===== src/rtl/irqt_pkg.sv =====
package irqt_pkg;
  // status word fields used for gating
  localparam logic [31:0] ST_GATE_MASK = 32'h0001_0007;
  localparam logic [31:0] ST_GATE_VAL  = 32'h0001_0001;
  localparam int          ST_ICTL_EN   = 10;
  localparam int          ST_DMA_EN    = 11;
  localparam int          ST_TMR_EN    = 15;
  // timer exception cause code
  localparam logic [31:0] TMR_CAUSE    = 32'h0080_8000;
  // performance control patterns selecting cycle counting
  localparam logic [31:0] PC0_SEL_MASK = 32'h8000_03E0;
  localparam logic [31:0] PC0_SEL_VAL  = 32'h8000_0020;
  localparam logic [31:0] PC1_SEL_MASK = 32'h800F_8000;
  localparam logic [31:0] PC1_SEL_VAL  = 32'h8000_8000;
  // request and counter slot indices
  localparam int REQ_ICTL = 0;
  localparam int REQ_DMA  = 1;
  localparam int REQ_TMR  = 2;
  localparam int NREQ     = 3;
  localparam int CTR_CNT  = 0;
  localparam int CTR_PC0  = 1;
  localparam int CTR_PC1  = 2;
  localparam int NCTR     = 3;
endpackage


===== src/rtl/irqt_req_latch.sv =====
module irqt_req_latch (
  input  logic clk,
  input  logic rst_n,
  input  logic cond,
  input  logic ack,
  output logic pend
);
  always_ff @(posedge clk or negedge rst_n) begin
    if (!rst_n)          pend <= 1'b0;
    else if (pend)       pend <= !ack;
    else if (cond)       pend <= 1'b1;
  end
endmodule


===== src/rtl/irqt_cyc_ctr.sv =====
module irqt_cyc_ctr #(
  parameter int W = 32
) (
  input  logic         clk,
  input  logic         rst_n,
  input  logic         en,
  input  logic         we,
  input  logic [W-1:0] wdata,
  output logic [W-1:0] q
);
  always_ff @(posedge clk or negedge rst_n) begin
    if (!rst_n)   q <= '0;
    else if (we)  q <= wdata;
    else if (en)  q <= q + W'(1);
  end
endmodule


===== src/rtl/irqt_win_cmp.sv =====
module irqt_win_cmp #(
  parameter int W   = 32,
  parameter int WIN = 1000
) (
  input  logic [W-1:0] count,
  input  logic [W-1:0] compare,
  output logic         hit
);
  logic [W-1:0] upper;
  // upper bound wraps modulo 2^W on purpose
  assign upper = compare + W'(WIN);
  assign hit   = (count >= compare) && (count < upper);
endmodule


===== src/rtl/irq_gate_timer.sv =====
module irq_gate_timer
  import irqt_pkg::*;
#(
  parameter int IW  = 32,
  parameter int DW  = 16,
  parameter int TW  = 32,
  parameter int WIN = 1000
) (
  input  logic          clk,
  input  logic          rst_n,
  input  logic [31:0]   status_in,
  input  logic [IW-1:0] ictl_stat,
  input  logic [IW-1:0] ictl_mask,
  input  logic [DW-1:0] dmac_stat,
  input  logic [DW-1:0] dmac_mask,
  input  logic [31:0]   pcc_in,
  input  logic [TW-1:0] wr_data,
  input  logic          cmp_we,
  input  logic          cnt_we,
  input  logic          pc0_we,
  input  logic          pc1_we,
  input  logic          ictl_ack,
  input  logic          dma_ack,
  input  logic          tmr_ack,
  output logic          ictl_pend,
  output logic          dma_pend,
  output logic          tmr_req,
  output logic [31:0]   tmr_cause,
  output logic [TW-1:0] count_o,
  output logic [TW-1:0] compare_o,
  output logic [TW-1:0] pc0_o,
  output logic [TW-1:0] pc1_o
);
  localparam int DMA_ALL_BIT = DW - 1;

  logic            gate_ok;
  logic            win_hit;
  logic [NREQ-1:0] req_cond, req_ack, req_pend;
  logic [NCTR-1:0] ctr_en, ctr_we;
  logic [TW-1:0]   ctr_q [NCTR];
  logic [TW-1:0]   cmp_q;

  assign gate_ok = (status_in & ST_GATE_MASK) == ST_GATE_VAL;

  irqt_win_cmp #(.W(TW), .WIN(WIN)) u_win (
    .count(ctr_q[CTR_CNT]), .compare(cmp_q), .hit(win_hit)
  );

  assign req_cond[REQ_ICTL] = gate_ok && status_in[ST_ICTL_EN] && |(ictl_stat & ictl_mask);
  assign req_cond[REQ_DMA]  = gate_ok && status_in[ST_DMA_EN]
                              && (|(dmac_stat & dmac_mask) || dmac_stat[DMA_ALL_BIT]);
  assign req_cond[REQ_TMR]  = status_in[ST_TMR_EN] && win_hit;

  assign req_ack[REQ_ICTL] = ictl_ack;
  assign req_ack[REQ_DMA]  = dma_ack;
  assign req_ack[REQ_TMR]  = tmr_ack;

  for (genvar g = 0; g < NREQ; g++) begin : g_req
    irqt_req_latch u_lat (
      .clk(clk), .rst_n(rst_n), .cond(req_cond[g]), .ack(req_ack[g]), .pend(req_pend[g])
    );
  end

  assign ctr_en[CTR_CNT] = 1'b1;
  assign ctr_en[CTR_PC0] = (pcc_in & PC0_SEL_MASK) == PC0_SEL_VAL;
  assign ctr_en[CTR_PC1] = (pcc_in & PC1_SEL_MASK) == PC1_SEL_VAL;
  assign ctr_we[CTR_CNT] = cnt_we;
  assign ctr_we[CTR_PC0] = pc0_we;
  assign ctr_we[CTR_PC1] = pc1_we;

  for (genvar c = 0; c < NCTR; c++) begin : g_ctr
    irqt_cyc_ctr #(.W(TW)) u_ctr (
      .clk(clk), .rst_n(rst_n), .en(ctr_en[c]), .we(ctr_we[c]),
      .wdata(wr_data), .q(ctr_q[c])
    );
  end

  always_ff @(posedge clk or negedge rst_n) begin
    if (!rst_n)      cmp_q <= '0;
    else if (cmp_we) cmp_q <= wr_data;
  end

  assign ictl_pend = req_pend[REQ_ICTL];
  assign dma_pend  = req_pend[REQ_DMA];
  assign tmr_req   = req_pend[REQ_TMR];
  assign tmr_cause = tmr_req ? TMR_CAUSE : 32'h0;
  assign count_o   = ctr_q[CTR_CNT];
  assign compare_o = cmp_q;
  assign pc0_o     = ctr_q[CTR_PC0];
  assign pc1_o     = ctr_q[CTR_PC1];
endmodule


===== config.mk =====
export PLATFORM = sky130hd
export DESIGN_NAME = irq_gate_timer
export DESIGN_NICKNAME = d
export VERILOG_FILES = /design/src/rtl/irqt_pkg.sv /design/src/rtl/irqt_req_latch.sv /design/src/rtl/irqt_cyc_ctr.sv /design/src/rtl/irqt_win_cmp.sv /design/src/rtl/irq_gate_timer.sv
export SDC_FILE = /design/constraint.sdc
export NUM_CORES = 1
export LEC_CHECK = 0
export CORE_MARGIN = 2
export CORE_UTILIZATION = 35
export DETAILED_ROUTE_END_ITERATION = 10
export PLACE_DENSITY = 0.64
export SETUP_SLACK_MARGIN = 0.05
export SLEW_MARGIN = 20
export SYNTH_ARGS = -nofsm -noshare
export SYNTH_HDL_FRONTEND = slang
export SYNTH_SLANG_ARGS = --single-unit

===== constraint.sdc =====
create_clock -name clk -period 7 [get_ports clk]
set_clock_uncertainty 0.15 [all_clocks]
set_input_delay 0.7 -clock clk [delete_from_list [all_inputs] [get_ports clk]]
set_output_delay 0.7 -clock clk [all_outputs]
set_load 0.01 [all_outputs]

Yosys cells after proc, flatten, opt, wreduce, memory -nomap -nowiden

Cells that the tools add are included.

Register bits: 131
Input port bits: 201
Output and inout bits: 163

Add/subtract/negate cells: 4
Order comparisons: 2
Equality and inequality tests: 3
Muxes and demuxes: 12
Bitwise gates (word level): 2
Reduce and logical (&&, ||, !) cells: 14

Operators with widths:

| kind                     | count |
|---|---|
| $mux W32                 | 5 |
| $add A32 B1 Y32 const B  | 3 |
| $add A32 B10 Y32 const B | 1 |
| $and A32 B32 Y32         | 1 |
| $ge A32 B32 Y1           | 1 |
| $lt A32 B32 Y1           | 1 |
| $reduce_or A32 Y1        | 1 |
| $mux W24                 | 1 |
| $and A16 B16 Y16         | 1 |
| $reduce_or A16 Y1        | 1 |
| $eq A6 B6 Y1 const B     | 2 |
| $logic_and A1 B1 Y1      | 6 |
| $mux W1                  | 6 |
| $eq A4 B4 Y1 const B     | 1 |
| $reduce_bool A2 Y1       | 2 |
| $logic_not A1 Y1         | 3 |
| $logic_or A1 B1 Y1       | 1 |

Longest topological paths before layout

Word-level depth: 6
Gate-level depth with buffers: 13
Depth with buffers taken out: 13

Hierarchy

Synthesis repeated with hierarchy kept, for this count alone.

Cells, all modules: 1061
Area, all modules: 9679.3 µm²

Modules (own cells, without submodules):

| module         | times used | cells an instance | area each (µm²) |
|---|---|---|---|
| irqt_cyc_ctr   | 3          | 219               | 1966.9 |
| irqt_win_cmp   | 1          | 256               | 1923.1 |
| irq_gate_timer | 1          | 139               | 1739.2 |
| irqt_req_latch | 3          | 3                 | 38.8 |

Worst setup path after synthesis

Ideal clock, no wire load.

Path type: register to register
Start point: register cmp_q[3], in the netlist compare_o[3]
End point: register g_req[2].u_lat.pend
Library setup time: 0.120 ns
Arrival: 2.684 ns
Required time: 6.730 ns
Slack: 4.046 ns
Stages on the path, launching flop included: 12
Path through: dfrtp_1 > a2111oi_0 > nand3_1 > nor2b_1 > nand2_1 > xnor2_1 > ha_1 > nand4_1 > nor2_1 > a31oi_1 > a41o_1 > o211a_1

Cells in the longest elaborated chain, start to end: 6
Elaborated cells on any way between the ends: 7
Classes of those cells: add/sub (1); order compare (2); mux (2); reduce/logical (2)

RTL lines:

| item                     | line                 | text |
|---|---|---|
| start: declaration       | irq_gate_timer.sv:41 | `logic [TW-1:0] cmp_q;` |
| start signal: assignment | irq_gate_timer.sv:80 | `else if (cmp_we) cmp_q <= wr_data;` |
| $add A32 B10 Y32         | irqt_win_cmp.sv:11   | `assign upper = compare + W'(WIN);` |
| $lt A32 B32 Y1           | irqt_win_cmp.sv:12   | `assign hit = (count >= compare) && (count < upper);` |
| $logic_and A1 B1 Y1 *    | irqt_win_cmp.sv:12   |  |
| $logic_and A1 B1 Y1 *    | irq_gate_timer.sv:52 | `assign req_cond[REQ_TMR] = status_in[ST_TMR_EN] && win_hit;` |
| $mux W1 *                | irqt_req_latch.sv:11 | `else if (cond) pend <= 1'b1;` |
| $mux W1 *                | irqt_req_latch.sv:10 | `else if (pend) pend <= !ack;` |
| end signal: assignment   | irqt_req_latch.sv:10 |  |
| end: declaration         | irqt_req_latch.sv:6  | `output logic pend` |

Every way passes the cells marked *; elsewhere a longest branch is shown, timed or not.
A chain may end at the register's enable or synchronous reset.

Worst setup path after layout

Ends and elaborated chain as after synthesis.

==> impl_metrics.py <==
metrics = {
    "routing": {
        "wl_met2_mm": 14.9,
        "wl_met1_mm": 12.2,
        "route.detailed.drc": 0,
        "routed.top_layer": "met4",
        "viasPerCell": 5.13,
        "dr_wl_met3_mm": 1.87,
        "firstDrtPassIters": 8,
        "via_count": 8361,
        "wl_per_cell_um": 18.2,
        "routed_wl_mm": 29.7,
        "ant_nets": 0,
        "drtIter0Drc": 478,
    },
    "power_and_ir_drop": {
        "ir_drop_mv": 0.119,
        "power.density_mw_per_mm2": 202,
        "leakagePower_nw": 5.10,
    },
    "clock_network": {
        "cts.clk_slew.worst_paths_ns": 0.06,
        "cts_made_buffers": 17,
        "clock_sink_count": 131,
        "postCtsHoldBufs": 0,
        "cts_setup_buffers": 0,
        "clockBufferDepth": 2,
        "cts-root-buf": "clkbuf_16",
        "htreeDepth": 4,
        "worstSkewPairLatency_ns": 0.42,
        "cts-resized-gates": 0,
        "cts_tree": "built",
    },
    "floorplanning": {
        "die_width_um": 163,
        "pin_count": 364,
        "coreArea_mm2": 0.0250,
        "die-height_um": 163,
        "dieArea_mm2": 0.0267,
        "rows": 58,
        "start_util_pct": 35.5,
    },
    "yosys": {
        "ys_async_sr_fraction_pct": 100,
        "synth_area_leaders": "dfrtp_1, ha_1, nand2_1",
        "synth-seq-cells": 131,
        "yosysTopAreaCell": "dfrtp_1",
        "yosysSeqAreaShare_pct": 36.9,
        "synth_top_area_share_pct": 36.9,
        "synth_area_mm2": 0.00889,
        "ys_types": 61,
        "synth-edff-count": 0,
        "synth.avg_cell_area_um2": 8.72,
        "synth_cells": 1020,
        "yosys_warnings": 0,
        "ys.flop_type": "dfrtp_1",
    },
    "cells_and_area": {
        "syn_to_final_growth_pct": 40.5,
        "fin_area_mm2": 0.0125,
        "multi_input_area_mm2": 0.00517,
        "drive_above_1_share_pct": 4.92,
        "num_antenna_cells": 0,
        "regArea_mm2": 0.00328,
        "fillers": 2425,
        "nets": 1554,
    },
    "sta": {
        "worstMarginPinSlew_ns": 1.01,
        "setup_tns_ns": 0,
        "fin_crit_ns": 3.69,
        "rsz0062_at_grt": "false",
        "fin_ws_ns": 3.31,
        "slew-limit-headroom_pct": 32.8,
        "finalSetupViolCount": 0,
        "max_freq_mhz": 271,
        "period_share_pct": 52.7,
        "hold_viol": 0,
        "slew_viol_final": 0,
        "fin_hold_ws_ns": 0.203,
    },
    "placement": {
        "dpl_cell_area_mm2": 0.0119,
        "place_worst_setup_slack_ns": 3.38,
        "port_buffers": 286,
        "place_congestion": 0.875,
        "place_hpwl_mm": 23.6,
    },
    "worst_setup_path": {
        "required_ns": 7.16,
        "criticalPathCategory": "reg -> reg",
        "ff2ff_path_depth": 11,
        "r2r_start": "compare_o[3]",
        "reg2reg_slack_ns": 3.31,
        "end_kind": "flop",
        "r2r_end": "g_req[2].u_lat.pend",
        "critPathMaxFanout": 6,
        "crit_arrival_ns": 3.85,
        "start_kind": "flop",
    },
    "status": {
        "outcome": "finished, final reports clean",
    },
    "grt": {
        "first_global_vias": 8223,
        "overflow": 0,
        "grt_max_degree": 86,
        "antenna_found_initial": 0,
        "grt_pass1_wl_mm": 45.7,
        "grt_util_all_layers_pct": 22.5,
    },
    "worst_hold_path": {
        "hp-class": "in -> async",
    },
    "flow_run": {
        "cap_violations": 0,
    },
}
[sequential cells by signal, summed over array words and instances, names as in the netlist]
signal and flops:
compare_o 32, g_req.u_lat.pend 3, g_ctr.u_ctr.q 96
[area by class of cell]
type,count,share of cell area [%]
multi-input combinational,804,41.4
clock inverter,14,1.41
inverter,47,1.41
timing repair buffer,287,22.8
sequential,131,26.2
clock buffer,18,3.44
tap,330,3.31
[synth_stat cells (3+ instances only)]
| master | n |
|---|---|
| a21o_1 | 4 |
| a21oi_1 | 24 |
| a221oi_1 | 5 |
| a22o_1 | 4 |
| a22oi_1 | 16 |
| a31oi_1 | 3 |
| and2_1 | 6 |
| and3_1 | 13 |
| and4_1 | 11 |
| buf_1 | 7 |
| buf_2 | 5 |
| buf_4 | 32 |
| clkbuf_1 | 23 |
| dfrtp_1 | 131 |
| ha_1 | 65 |
| inv_1 | 47 |
| mux2_2 | 6 |
| mux2i_1 | 4 |
| nand2_1 | 179 |
| nand3_1 | 48 |
| nand4_1 | 32 |
| nor2_1 | 39 |
| nor2b_1 | 3 |
| nor3_1 | 14 |
| nor3_2 | 3 |
| nor4_1 | 5 |
| nor4_4 | 3 |
| o21ai_0 | 128 |
| o21ai_1 | 4 |
| xnor2_1 | 64 |
| xor2_1 | 54 |
[cell usage in the layout, fill, tap and decap left out, types with 3 or more instances in the layout]
cell             count
clkdlybuf4s50_1    281
nand2_1            179
dfrtp_1            131
o21ai_0            128
ha_1                65
xnor2_1             64
xor2_1              54
nand3_1             48
inv_1               47
nor2_1              39
nand4_1             32
conb_1              30
a21oi_1             24
clkbuf_16           17
a22oi_1             16
nor3_1              14
and3_1              13
and4_1              11
and2_1               6
mux2_2               6
a221oi_1             5
nor4_1               5
clkinvlp_4           5
a22o_1               4
mux2i_1              4
a21o_1               4
o21ai_1              4
inv_6                4
buf_2                4
nor4_4               3
nor3_2               3
nor2b_1              3
a31oi_1              3
bufinv_16            3
[through the flow]
step | power [mW] | utilization (%) | cells
floorplan | 1.24 | - | 1049
global placement | 1.58 | 47.5 | 1599
detailed placement | 1.60 | 47.5 | 1599
CTS | 2.54 | 49.9 | 1631
global route | 2.65 | 49.9 | 1631
finish | 2.52 | 49.9 | 1631
[power by group]
group / leakage, nW / total, mW / internal (mW) / switching [mW]
Clock: 0.280 / 0.936 / 0.565 / 0.372
Combinational: 3.22 / 0.647 / 0.337 / 0.310
Sequential: 1.59 / 0.936 / 0.827 / 0.109
[cells by family (layout without fill, tap and decap cells)]
logic type,count (synthesis),after routing,synth area share [%]
multiplexers,10,10,1.21
other,1,30,0.0422
AND/OR/NAND/NOR,379,379,21.9
flip-flops,131,131,36.9
adder cells (fa/ha/maj),65,65,9.15
buffers and inverters,114,366,6.24
AO/OA/AOI/OAI,202,202,12.9
XOR/XNOR,118,118,11.6
[worst max-delay path by stage]
stage / start / to / slack, ns / cells after the start
after global placement: compare_o[3] / g_req[2].u_lat.pend / 3.42 / 11
after global routing: compare_o[3] / g_req[2].u_lat.pend / 3.07 / 11
after CTS: compare_o[3] / g_req[2].u_lat.pend / 3.35 / 11
final: compare_o[3] / g_req[2].u_lat.pend / 3.31 / 11
after detailed placement: compare_o[3] / g_req[2].u_lat.pend / 3.38 / 11
after floorplan: compare_o[3] / g_req[2].u_lat.pend / 4.05 / 11
[worst max-delay path, stage by stage, from the launching register on]
cell	delay, ns
dfrtp_1	0.45
a2111oi_0	0.88
nand3_1	0.33
nor2b_1	0.34
nand2_1	0.13
xnor2_1	0.07
ha_1	0.29
nand4_1	0.11
nor2_1	0.28
a31oi_1	0.14
a41o_1	0.27
o211a_1	0.12
[per-layer routing]
metal / track usage [%] / up-vias
met2: 39.2 / 327
met4: 7.76 / 0
met5: 0 / -
met1: 27.4 / 3963
li1: - / 4028
met3: 4.70 / 43
Note: power is estimated with default switching activity, not from simulation.
